===== src/rtl/tw_serial_pkg.sv =====
package tw_serial_pkg;
   localparam int unsigned DEF_ADDR_W = 10;
   localparam int unsigned DEF_DATA_W = 6;

   typedef enum logic {
      PH_ADDR = 1'b0,
      PH_DATA = 1'b1
   } phase_e;
endpackage


===== src/rtl/tw_sync.sv =====
module tw_sync #(
   parameter int unsigned STAGES    = 2,
   parameter bit          RESET_VAL = 1'b0
) (
   input  logic clk,
   input  logic rst_n,
   input  logic d,
   output logic q
);
   generate
      if (STAGES == 0) begin : g_bypass
         assign q = d;
      end else begin : g_chain
         logic [STAGES-1:0] chain;
         always_ff @(posedge clk or negedge rst_n) begin
            if (!rst_n) chain <= {STAGES{RESET_VAL}};
            else if (STAGES == 1) chain <= d;
            else chain <= {chain[STAGES-2:0], d};
         end
         assign q = chain[STAGES-1];
      end
   endgenerate
endmodule


===== src/rtl/tw_deser.sv =====
module tw_deser
   import tw_serial_pkg::*;
#(
   parameter int unsigned ADDR_W = DEF_ADDR_W,
   parameter int unsigned DATA_W = DEF_DATA_W
) (
   input  logic              clk,
   input  logic              rst_n,
   input  logic              frame_idle,
   input  logic              bit_stb,
   input  logic              bit_val,
   output logic              addr_ok,
   output logic [ADDR_W-1:0] addr_val,
   output logic              word_ok,
   output logic [DATA_W-1:0] word_val
);
   localparam int unsigned MAX_W = (ADDR_W > DATA_W) ? ADDR_W : DATA_W;
   localparam int unsigned CNT_W = $clog2(MAX_W + 1);
   localparam logic [CNT_W-1:0] ADDR_LAST = CNT_W'(ADDR_W - 1);
   localparam logic [CNT_W-1:0] DATA_LAST = CNT_W'(DATA_W - 1);

   phase_e            phase;
   logic [CNT_W-1:0]  cnt;
   logic [ADDR_W-1:0] sh_a;
   logic [DATA_W-1:0] sh_d;
   logic [ADDR_W-1:0] nxt_a;
   logic [DATA_W-1:0] nxt_d;

   // LSB-first: each new bit enters at the top and moves down.
   assign nxt_a = {bit_val, sh_a[ADDR_W-1:1]};
   assign nxt_d = {bit_val, sh_d[DATA_W-1:1]};

   always_ff @(posedge clk or negedge rst_n) begin
      if (!rst_n) begin
         phase    <= PH_ADDR;
         cnt      <= '0;
         sh_a     <= '0;
         sh_d     <= '0;
         addr_ok  <= 1'b0;
         addr_val <= '0;
         word_ok  <= 1'b0;
         word_val <= '0;
      end else begin
         addr_ok <= 1'b0;
         word_ok <= 1'b0;
         if (frame_idle) begin
            phase <= PH_ADDR;
            cnt   <= '0;
            sh_a  <= '0;
            sh_d  <= '0;
         end else if (bit_stb) begin
            if (phase == PH_ADDR) begin
               sh_a <= nxt_a;
               if (cnt == ADDR_LAST) begin
                  cnt      <= '0;
                  phase    <= PH_DATA;
                  addr_ok  <= 1'b1;
                  addr_val <= nxt_a;
               end else begin
                  cnt <= cnt + 1'b1;
               end
            end else begin
               sh_d <= nxt_d;
               if (cnt == DATA_LAST) begin
                  cnt      <= '0;
                  word_ok  <= 1'b1;
                  word_val <= nxt_d;
               end else begin
                  cnt <= cnt + 1'b1;
               end
            end
         end
      end
   end
endmodule


===== src/rtl/tw_addr_ctr.sv =====
module tw_addr_ctr #(
   parameter int unsigned ADDR_W = 10
) (
   input  logic              clk,
   input  logic              rst_n,
   input  logic              load,
   input  logic [ADDR_W-1:0] load_val,
   input  logic              step,
   output logic [ADDR_W-1:0] addr
);
   always_ff @(posedge clk or negedge rst_n) begin
      if (!rst_n)    addr <= '0;
      else if (load) addr <= load_val;
      else if (step) addr <= addr + 1'b1;  // natural wrap at top of space
   end
endmodule


===== src/rtl/tw_serial_writer.sv =====
module tw_serial_writer
   import tw_serial_pkg::*;
#(
   parameter int unsigned ADDR_W      = DEF_ADDR_W,
   parameter int unsigned DATA_W      = DEF_DATA_W,
   parameter int unsigned SYNC_STAGES = 2
) (
   input  logic              clk,
   input  logic              rst_n,
   input  logic              sclk,
   input  logic              sdi,
   input  logic              ld_n,
   output logic              wr_en,
   output logic [ADDR_W-1:0] wr_addr,
   output logic [DATA_W-1:0] wr_data,
   output logic              frame_done
);
   generate
      if (ADDR_W < 2) begin : g_bad_addr
         $error("tw_serial_writer: ADDR_W must be at least 2");
      end
      if (DATA_W < 2) begin : g_bad_data
         $error("tw_serial_writer: DATA_W must be at least 2");
      end
   endgenerate

   logic sclk_s, sdi_s, ld_s;
   logic sclk_d, ld_d;
   logic bit_stb;
   logic addr_ok, word_ok;
   logic [ADDR_W-1:0] addr_val, cur_addr;
   logic [DATA_W-1:0] word_val;

   tw_sync #(.STAGES(SYNC_STAGES), .RESET_VAL(1'b0)) u_sync_sclk (
      .clk(clk), .rst_n(rst_n), .d(sclk), .q(sclk_s));
   tw_sync #(.STAGES(SYNC_STAGES), .RESET_VAL(1'b0)) u_sync_sdi (
      .clk(clk), .rst_n(rst_n), .d(sdi), .q(sdi_s));
   tw_sync #(.STAGES(SYNC_STAGES), .RESET_VAL(1'b1)) u_sync_ld (
      .clk(clk), .rst_n(rst_n), .d(ld_n), .q(ld_s));

   always_ff @(posedge clk or negedge rst_n) begin
      if (!rst_n) begin
         sclk_d <= 1'b0;
         ld_d   <= 1'b1;
      end else begin
         sclk_d <= sclk_s;
         ld_d   <= ld_s;
      end
   end

   assign bit_stb = sclk_s & ~sclk_d & ~ld_s;

   tw_deser #(.ADDR_W(ADDR_W), .DATA_W(DATA_W)) u_deser (
      .clk(clk), .rst_n(rst_n), .frame_idle(ld_s),
      .bit_stb(bit_stb), .bit_val(sdi_s),
      .addr_ok(addr_ok), .addr_val(addr_val),
      .word_ok(word_ok), .word_val(word_val));

   tw_addr_ctr #(.ADDR_W(ADDR_W)) u_actr (
      .clk(clk), .rst_n(rst_n), .load(addr_ok), .load_val(addr_val),
      .step(word_ok), .addr(cur_addr));

   always_ff @(posedge clk or negedge rst_n) begin
      if (!rst_n) begin
         wr_en      <= 1'b0;
         wr_addr    <= '0;
         wr_data    <= '0;
         frame_done <= 1'b0;
      end else begin
         wr_en      <= word_ok;
         frame_done <= ld_s & ~ld_d;
         if (word_ok) begin
            wr_addr <= cur_addr;
            wr_data <= word_val;
         end
      end
   end
endmodule


===== config.mk =====
export PLATFORM = sky130hd
export DESIGN_NAME = tw_serial_writer
export DESIGN_NICKNAME = d
export VERILOG_FILES = /design/src/rtl/tw_serial_pkg.sv /design/src/rtl/tw_sync.sv /design/src/rtl/tw_deser.sv /design/src/rtl/tw_addr_ctr.sv /design/src/rtl/tw_serial_writer.sv
export SDC_FILE = /design/constraint.sdc
export NUM_CORES = 1
export LEC_CHECK = 0
export ABC_AREA = 1
export CAP_MARGIN = 10
export CORE_UTILIZATION = 62
export DETAILED_ROUTE_END_ITERATION = 8
export DONT_BUFFER_PORTS = 1
export PLACE_DENSITY_LB_ADDON = 0.3
export SLEW_MARGIN = 10
export SYNTH_ARGS = -nofsm -noshare
export SYNTH_HDL_FRONTEND = slang
export SYNTH_SLANG_ARGS = --single-unit

===== constraint.sdc =====
create_clock -name clk -period 1.7 [get_ports clk]
set_clock_uncertainty 0.1 [all_clocks]
set_input_delay 0.34 -clock clk [delete_from_list [all_inputs] [get_ports clk]]
set_output_delay 0.34 -clock clk [all_outputs]
set_load 0.01 [all_outputs]

==> results_dict.tcl <==
set metrics [dict create \
    placeableCoreArea_um2 4474 \
    most_frequent_cell_on_the_critical_path "nand2_1" \
    cts.sink_count 73 \
    initial_core_util 0.6625 \
    routedWlPerCell_um 14.22 \
    critical_path_required_ps 1810 \
    grt_pass1_vias 1980 \
    clk_latency_ps 330 \
    post-dp-hpwl_um 3290 \
    post-route-min-period_ps 1539 \
    place.port_buffers 0 \
    cp_cell_instances "inv_1, ha_1, nand3_1, nor2_1, nand2_1, buf_4, nand2_1, o21ai_0" \
    max_cap_violations 0 \
    placementRows 24 \
    vias_post_dr 1983 \
    max_slew_margin 0.6963 \
    tns_ps 0 \
    leakagePower_nw 1.586 \
    area_delta_synth_final_pct 11.36 \
    utilization 0.7377 \
    status "complete, but fails checks" \
    drive_above_1_share 0.1521 \
    multi_input_area_um2 962.2 \
    detail_route.first_pass.iterations 7 \
    routed_wirelength_um 5132 \
    num-fill-cells 298 \
    post_cts_buffers 0 \
    cellPowerDensity_nw_per_um2 1051 \
    timing.fmax_ghz 0.6497 \
    netlist_instances 292 \
    worstPathArrival_ps 1650 \
    htree_levels 3 \
    avgSynthCellArea_um2 10.15 \
    critical_path.endpoint_type "flop" \
    finalMaxSlewViolations 0 \
    worst_path_clk_slew_ps 80 \
    grt_overflow_total 0 \
    critical-path-slowest-cell "dfrtp_1" \
    globalplace.congestion 0.7434 \
    design.final.nets 312 \
    global_route.usage.total 0.2385 \
    tritoncts "done" \
    fp.dieH_um 71.15 \
    finish.cell_count_without_fillers 361 \
    power.total_mw 3.469 \
    dp_cells 342 \
    synthesis.yosys.warnings 0 \
    cts.path.max_buffers 2 \
    via_per_inst 5.493 \
    violations "design-rule violations, negative hold slack" \
    clock-root-buffer "clkbuf_8" \
    crit_family "flip-flops" \
    post_synth_design_cell_area_um2 2964 \
    io_pins 23 \
    grt_setup_unrepaired "false" \
    critical_path.max_fanout 21 \
    worst_slew_pin_slew_ps 453.8 \
    report.final.hold_viol_count 73 \
    pre_cts_slack_ps 172.4 \
    mappedNetlistNets 300 \
    grt_max_degree 74 \
    final_antenna_net_count 0 \
    ir_worst_vdd_mv 0.7082 \
    setup-violations-final 0 \
    ys_ff_latch 73 \
    worst-setup-path-type "flop to flop" \
    number_of_antenna_violations_at_the_first_check_in_global_routing 0 \
    final_area_um2 3301 \
    yosys.cell_types.count 24 \
    path_buf_inv 2 \
    start_kind "flop" \
    hold_path.class "primary input to asynchronous set/reset pin" \
    regArea_um2 1831 \
    hold_ws_ps -403.9 \
    detail_route.iter0.violations 165 \
    post-route-period-util 0.9053 \
    cts_buffers 9 \
    critPathMaxStageDelay_ps 400 \
    cts_hold_buffers 3 \
    die_width_um 71.15 \
    insertedDiodeCount 0 \
    grt_first_pass_wirelength_um 8997 \
    fin_ws_ps 160.9 \
    number_of_remaining_drc_errors 4 \
    dpl-instance-area_um2 3015 \
    design.die.area_um2 5062 \
    ys_seq_area_frac 0.6176 \
]
-- worst paths after layout --
kind	endpoint	start	slack [ps]	cells past startpoint
min in group clk	u_sync_sdi.g_chain.chain[1]	u_sync_sdi.g_chain.chain[0]	250	0
min	u_actr.addr[8]	rst_n	-400	0
min reg2reg	u_sync_sdi.g_chain.chain[1]	u_sync_sdi.g_chain.chain[0]	250	0
max	u_deser.addr_val[6]	u_deser.cnt[1]	160	8
max in group asynchronous	u_sync_ld.g_chain.chain[0]	rst_n	1720	0
max reg2reg	u_deser.addr_val[6]	u_deser.cnt[1]	160	8
-- layer usage --
metal / wire [µm] / track usage / vias up
met2: 2539 / 0.3852 / 57
met1: 2360 / 0.3147 / 943
li1: - / - / 979
met3: 176 / 0.04701 / 4
met4: 56 / 0.1089 / 0
met5: 0 / 0 / -
-- repair_timing --
action | in CTS | in global routing
endpoints found under the hold margin | 76 | 73
gates resized for setup | 0 | 1
setup endpoints to repair | 0 | 1
-- cell type report --
cell class                      count  share of cell area
Clock buffer                       10             0.04170
Clock inverter                      6             0.03450
Inverter                           35             0.03980
Multi-Input combinational cell    178              0.2915
Sequential cell                    73              0.5546
Tap cell                           52             0.01971
Timing Repair Buffer                7             0.01820
-- flip-flops by register name (all words and copies together), names as in the netlist --
name / flops
u_deser.sh_d: 5
u_deser.word_ok: 1
u_deser.cnt: 4
u_sync_sdi.g_chain.chain: 2
u_sync_sclk.g_chain.chain: 2
wr_addr: 10
ld_d: 1
u_deser.phase: 1
u_sync_ld.g_chain.chain: 2
u_deser.word_val: 6
u_deser.sh_a: 9
frame_done: 1
u_deser.addr_ok: 1
u_actr.addr: 10
sclk_d: 1
wr_data: 6
wr_en: 1
u_deser.addr_val: 10
-- Yosys cell counts (all sizes together) --
| library cell | count | area, µm² |
|---|---|---|
| o21ai | 39 | 217.7 |
| xor2 | 5 | 43.79 |
| a22oi | 6 | 45.04 |
| clkbuf | 1 | 3.750 |
| mux2 | 12 | 135.1 |
| dfrtp | 70 | 1752 |
| nand2 | 62 | 235.2 |
| inv | 35 | 131.4 |
| nand3 | 16 | 80.08 |
| a21oi | 7 | 35.03 |
| o22ai | 3 | 18.77 |
| nand4 | 1 | 12.51 |
| ha | 3 | 37.54 |
| or2 | 1 | 8.760 |
| buf | 5 | 40.04 |
| nor2 | 23 | 88.84 |
| dfstp | 3 | 78.83 |
-- kinds of logic (layout without fill, tap and decap cells) --
kind of cell | Yosys count | count (layout) | synth area share
compound gates | 55 | 55 | 0.1068
mux | 12 | 12 | 0.04559
buf+inv | 41 | 58 | 0.05909
xor+xnor | 5 | 5 | 0.01477
fa+ha+maj | 3 | 3 | 0.01266
simple gates | 103 | 103 | 0.1435
flops | 73 | 73 | 0.6176
-- where the power goes --
part | total [mW] | internal [mW] | switching [mW]
clock network | 1.66 | 1.02 | 0.641
registers | 1.77 | 1.75 | 0.0106
logic | 0.0430 | 0.0146 | 0.0284
-- placed cells by master (no fill, tap or decap), types with 6 or more instances in the layout --
cell type / n
a21oi_1: 7
nor2_1: 22
mux2_2: 12
dfrtp_1: 70
o21ai_1: 7
inv_1: 34
o21ai_0: 25
clkbuf_8: 10
nand3_1: 16
o21ai_2: 7
nand2_1: 61
a22oi_1: 6
(Power assumes the default switching activity.)
